==> src/rtl/lsram_pkg.sv <==
package lsram_pkg;

    localparam int ADDR_W_DEF = 8;
    localparam int LANE_W_DEF = 8;
    localparam int LANES      = 2;

    typedef enum logic [1:0] {
        ACC_IDLE,
        ACC_READ,
        ACC_WRITE,
        ACC_ABORT
    } acc_kind_e;

endpackage

==> src/rtl/lsram_latch.sv <==
module lsram_latch #(
    parameter int           W       = 8,
    parameter logic [W-1:0] RST_VAL = '0
) (
    input  logic         clk,
    input  logic         rst_n,
    input  logic         en,
    input  logic [W-1:0] d,
    output logic [W-1:0] q
);

    typedef struct packed {
        logic [W-1:0] hold;
    } stage_t;

    stage_t st_d, st_q;

    always_comb begin
        st_d = st_q;
        if (en) begin
            st_d.hold = d;
        end
    end

    always_ff @(posedge clk or negedge rst_n) begin
        if (!rst_n) begin
            st_q <= '{hold: RST_VAL};
        end else begin
            st_q <= st_d;
        end
    end

    // transparent while enabled, otherwise the captured value
    assign q = en ? d : st_q.hold;

endmodule

==> src/rtl/lsram_ctrl.sv <==
module lsram_ctrl
    import lsram_pkg::*;
(
    input  logic             rst_n,
    input  logic             sel,
    input  logic             sel_n,
    input  logic             we_n,
    input  logic [LANES-1:0] bw_n,
    input  logic             oe_n,
    output acc_kind_e        kind,
    output logic [LANES-1:0] lane_we,
    output logic             drive
);

    logic selected;

    always_comb begin
        selected = rst_n && sel && !sel_n;
        if (!selected) begin
            kind = ACC_IDLE;
        end else if (we_n) begin
            kind = ACC_READ;
        end else if (&bw_n) begin
            kind = ACC_ABORT;
        end else begin
            kind = ACC_WRITE;
        end
        lane_we = (kind == ACC_WRITE) ? ~bw_n : '0;
        drive   = (kind == ACC_READ) && !oe_n;
    end

endmodule

==> src/rtl/lsram_lane.sv <==
module lsram_lane #(
    parameter int ADDR_W = 8,
    parameter int LANE_W = 8
) (
    input  logic              clk,
    input  logic              we,
    input  logic [ADDR_W-1:0] addr,
    input  logic [LANE_W-1:0] wdata,
    output logic [LANE_W-1:0] rdata
);

    localparam int DEPTH = 1 << ADDR_W;

    logic [LANE_W-1:0] mem_q [DEPTH];

    // storage is intentionally not reset
    always_ff @(posedge clk) begin
        if (we) begin
            mem_q[addr] <= wdata;
        end
    end

    assign rdata = mem_q[addr];

endmodule

==> src/rtl/lat_sram.sv <==
module lat_sram
    import lsram_pkg::*;
#(
    parameter int ADDR_W = ADDR_W_DEF,
    parameter int LANE_W = LANE_W_DEF
) (
    input  logic                      clk,
    input  logic                      rst_n,
    input  logic                      ale_i,
    input  logic [ADDR_W-1:0]         addr_i,
    input  logic                      sel_i,
    input  logic                      sel_n_i,
    input  logic                      dle_i,
    input  logic [LANES*LANE_W-1:0]   wdata_i,
    input  logic                      we_n_i,
    input  logic                      bw_lo_n_i,
    input  logic                      bw_hi_n_i,
    input  logic                      oe_n_i,
    output logic [LANES*LANE_W-1:0]   rdata_o,
    output logic                      drive_o
);

    localparam int DATA_W = LANES * LANE_W;
    localparam int AST_W  = ADDR_W + 2;
    localparam logic [AST_W-1:0] AST_RST = {{ADDR_W{1'b0}}, 2'b01};

    logic [AST_W-1:0]  ast_pin, ast_eff;
    logic [ADDR_W-1:0] addr_eff;
    logic              sel_eff, sel_n_eff;
    logic [DATA_W-1:0] wdata_eff;
    logic [DATA_W-1:0] word_rd;
    logic [LANES-1:0]  bw_n;
    logic [LANES-1:0]  lane_we;
    logic              drive;
    acc_kind_e         kind;

    assign ast_pin = {addr_i, sel_i, sel_n_i};

    lsram_latch #(.W(AST_W), .RST_VAL(AST_RST)) u_addr_stage (
        .clk   (clk),
        .rst_n (rst_n),
        .en    (ale_i),
        .d     (ast_pin),
        .q     (ast_eff)
    );

    assign addr_eff  = ast_eff[AST_W-1:2];
    assign sel_eff   = ast_eff[1];
    assign sel_n_eff = ast_eff[0];

    lsram_latch #(.W(DATA_W), .RST_VAL('0)) u_data_stage (
        .clk   (clk),
        .rst_n (rst_n),
        .en    (dle_i),
        .d     (wdata_i),
        .q     (wdata_eff)
    );

    assign bw_n = {bw_hi_n_i, bw_lo_n_i};

    lsram_ctrl u_ctrl (
        .rst_n   (rst_n),
        .sel     (sel_eff),
        .sel_n   (sel_n_eff),
        .we_n    (we_n_i),
        .bw_n    (bw_n),
        .oe_n    (oe_n_i),
        .kind    (kind),
        .lane_we (lane_we),
        .drive   (drive)
    );

    for (genvar g = 0; g < LANES; g++) begin : g_lane
        lsram_lane #(.ADDR_W(ADDR_W), .LANE_W(LANE_W)) u_lane (
            .clk   (clk),
            .we    (lane_we[g]),
            .addr  (addr_eff),
            .wdata (wdata_eff[g*LANE_W +: LANE_W]),
            .rdata (word_rd[g*LANE_W +: LANE_W])
        );
    end

    assign drive_o = drive;
    assign rdata_o = drive ? word_rd : '0;

endmodule

==> config.mk <==
export PLATFORM = sky130hd
export DESIGN_NAME = lat_sram
export DESIGN_NICKNAME = d
export VERILOG_FILES = /design/src/rtl/lsram_pkg.sv /design/src/rtl/lsram_latch.sv /design/src/rtl/lsram_ctrl.sv /design/src/rtl/lsram_lane.sv /design/src/rtl/lat_sram.sv
export SDC_FILE = /design/constraint.sdc
export NUM_CORES = 2
export LEC_CHECK = 0
export CAP_MARGIN = 20
export CORE_MARGIN = 1
export CORE_UTILIZATION = 55
export CTS_CLUSTER_SIZE = 30
export DETAILED_ROUTE_END_ITERATION = 8
export DONT_BUFFER_PORTS = 1
export PLACE_DENSITY = 0.69
export SYNTH_ARGS = -nofsm -noshare
export SYNTH_HDL_FRONTEND = slang
export SYNTH_HIERARCHICAL = 1
export SYNTH_SLANG_ARGS = --single-unit
==> constraint.sdc <==
create_clock -name clk -period 3.35 [get_ports clk]
set_input_delay 0 -clock clk [delete_from_list [all_inputs] [get_ports clk]]
set_output_delay 0 -clock clk [all_outputs]
set_load 0.05 [all_outputs]
==> impl_metrics.csv <==
group,metric,value,unit
status,status,"finished with violations",
status,violations,"negative setup slack",
clocking,cts_sinks,4122,
sta,rsz0062_at_grt,"true",
pwr,pwr_density_cell,609,mW/mm²
synthesis,synth_area_per_cell,22.1,µm²
hold_path,hold_start,"oe_n_i",
critical_path,worst_ep_required_time,3.35,ns
pwr,peakVddDrop,621,µV
floorplanning,core,0.285,mm²
global_routing,antenna_found_initial,16,
sta,fmax,0.224,GHz
routing,vias,80700,
placed_design,port_buffers,0,
critical_path,path_delay_family,"buffers and inverters",
routing,drc,0,
critical_path,crit_type,"flip-flop to output port",
placed_design,dp_hpwl,238,mm
routing,vias_per_cell,6.49,
routing,ant_nets,0,
critical_path,r2r_start,"u_addr_stage/st_q[2]$_DFF_PN0_",
routing,top_layer_used,"met5",
routing,drtIter0Drc,11000,
placed_design,pre_cts_slack,-0.464,ns
sta,fin_crit,4.47,ns
floorplanning,dieArea,0.289,mm²
critical_path,critPathSlowestCell,"mux4_2",
synthesis,syn_area,0.158,mm²
finish,synthToLayoutAreaGrowth,18.9,%
sta,relSlewSlack,24.1,%
floorplanning,io-pin-count,51,
global_routing,grt_max_degree,149,
sta,min_period_over_period,133,%
critical_path,crit_path_max_fanout,6,
clocking,clock_latency,0.97,ns
sta,setup_violations,16,
flow_run,max_cap_violations,0,
synthesis,syn_inst,7154,
critical_path,reg2reg_depth,9,
finish,drive_gt1_share,36.2,%
routing,routedLengthMet1,153,mm
hold_path,hp-class,"input port to output port",
critical_path,r2r_slack,0.17,ns
critical_path,critPathMaxStageDelay,0.43,ns
clocking,cts-root-buf,"clkbuf_16",
finish,final_util,65.8,%
sta,worstMarginPinSlew,1.14,ns
critical_path,setup.worst_path.start_class,"flip-flop",
global_routing,overflow,0,
clocking,cts_buffers,406,
critical_path,rr_endpoint,"g_lane[0].u_lane/mem_q[38][4]$_DFFE_PP_",
global_routing,grt_pass1_vias,81500,
floorplanning,start_util,55.4,%
finish,nNetsFinal,8363,
sta,skew,0.0769,ns
routing,first_pass_iters,6,
hold_path,hold_depth,1,
floorplanning,die-height,538,µm
global_routing,grt_usage,27.7,%
critical_path,crit_chain,"mux2_8, buf_12, buf_6, buf_12, mux4_2, a22oi_2, a21oi_2, o41ai_2, buf_4, nand4_1, buf_4, and2_4, buf_12",
sta,timing.final.ws_setup,-1.12,ns
floorplanning,chipWidth,538,µm
synthesis,synth.net_count,7188,
global_routing,grt_pass1_wl,573,mm
critical_path,crit_path_frequent_cell,"buf_12",
routing,routed-wl-met3,45.8,mm
hold_path,min_to,"drive_o",
clocking,clk_pin_slew,0.06,ns
placed_design,gp_congestion,0.863,
routing,routedWlPerCell,32.0,µm
clocking,htreeDepth,5,
clocking,clockBufferDepth,4,
critical_path,path_buf_inv,6,
routing,met2_wirelength,186,mm
sta,hold_viol,0,
critical_path,worstSetupEndpointType,"output port",
critical_path,cp.arrival,4.47,ns
routing,drt_wl_total,397,mm
synthesis,yosysWarningCount,6,
clocking,cts_tree,"done",
sta,drv_slew,0,
finish,nFillCells,17700,
pwr,leakagePower,59.9,nW
floorplanning,rows,196,
through the flow:
stage / instances / hold slack [ns] / power (mW) / cell area, µm² / setup TNS, ns
after floorplan: 7154 / -0.296 / 64.4 / 158000 / 0
after global placement: 11600 / -0.295 / 68.3 / 171000 / -4.57
after detailed placement: 11600 / -0.295 / 68.5 / 171000 / -4.65
after CTS: 12400 / 0.0105 / 114 / 187000 / -332.77
after global routing: 12400 / 0.0891 / 117 / 188000 / -17.68
final: 12400 / 0.0894 / 114 / 188000 / -16.77
timing repair:
item,4_1_cts,5_1_grt
cloned,11,3
endpoints found under the hold margin,1820,0
pin swaps,73,50
endpoints found under the setup margin,16,1633
hold buffers,57,0
buffers inserted,34,14
resized for setup,238,128
flip-flops by register name, indices dropped and copies added (netlist names):
register	count
u_addr_stage/st_q	10
u_data_stage/st_q	16
g_lane.u_lane/mem_q	4096
routing by layer:
layer	global-route usage, %	vias up
met1	40.6	42600
met4	8.08	4
li1	-	32700
met3	6.44	681
met2	42.0	4680
met5	0	-
where the power goes:
| group | switching (mW) | internal (mW) | total (mW) |
|---|---|---|---|
| clock network | 19.3 | 26.4 | 45.7 |
| registers | 0.0168 | 57.6 | 57.6 |
| logic | 6.62 | 4.37 | 11.0 |
final cells by class:
class | count | area (µm²) | area share, %
Antenna cell | 7 | 17.5 | 0.00933
Clock buffer | 487 | 10600 | 5.66
Clock inverter | 255 | 2750 | 1.47
Inverter | 2 | 7.51 | 0.00400
Multi-Input combinational cell | 2562 | 33800 | 18.0
Sequential cell | 4122 | 124000 | 65.9
Tap cell | 3762 | 4710 | 2.51
Timing Repair Buffer | 1235 | 12200 | 6.50
cell usage in the layout, fill, tap and decap left out, types with 72 or more instances in the layout:
cell,n
clkinv_1,82
clkbuf_16,414
mux4_2,1024
a22oi_1,375
nor2_1,462
buf_12,147
clkbuf_1,72
a22oi_2,137
buf_4,976
clkinv_2,79
a21oi_1,185
edfxtp_1,4096
how the worst max path moves through the flow:
stage | start | to | slack [ns] | cells after the start
2_1_floorplan | u_addr_stage/st_q[0]$_DFF_PN1_ | g_lane[0].u_lane/mem_q[157][0]$_DFFE_PP_ | 0.58 | 7
3_3_place_gp | u_addr_stage/st_q[2]$_DFF_PN0_ | rdata_o[2] | -0.47 | 11
3_5_place_dp | u_addr_stage/st_q[2]$_DFF_PN0_ | rdata_o[0] | -0.46 | 11
4_1_cts | u_addr_stage/st_q[2]$_DFF_PN0_ | rdata_o[12] | -1.14 | 13
5_1_grt | u_addr_stage/st_q[2]$_DFF_PN0_ | rdata_o[14] | -1.19 | 14
6_report | u_addr_stage/st_q[2]$_DFF_PN0_ | rdata_o[12] | -1.12 | 13
Note: power is estimated with default switching activity, not from simulation.
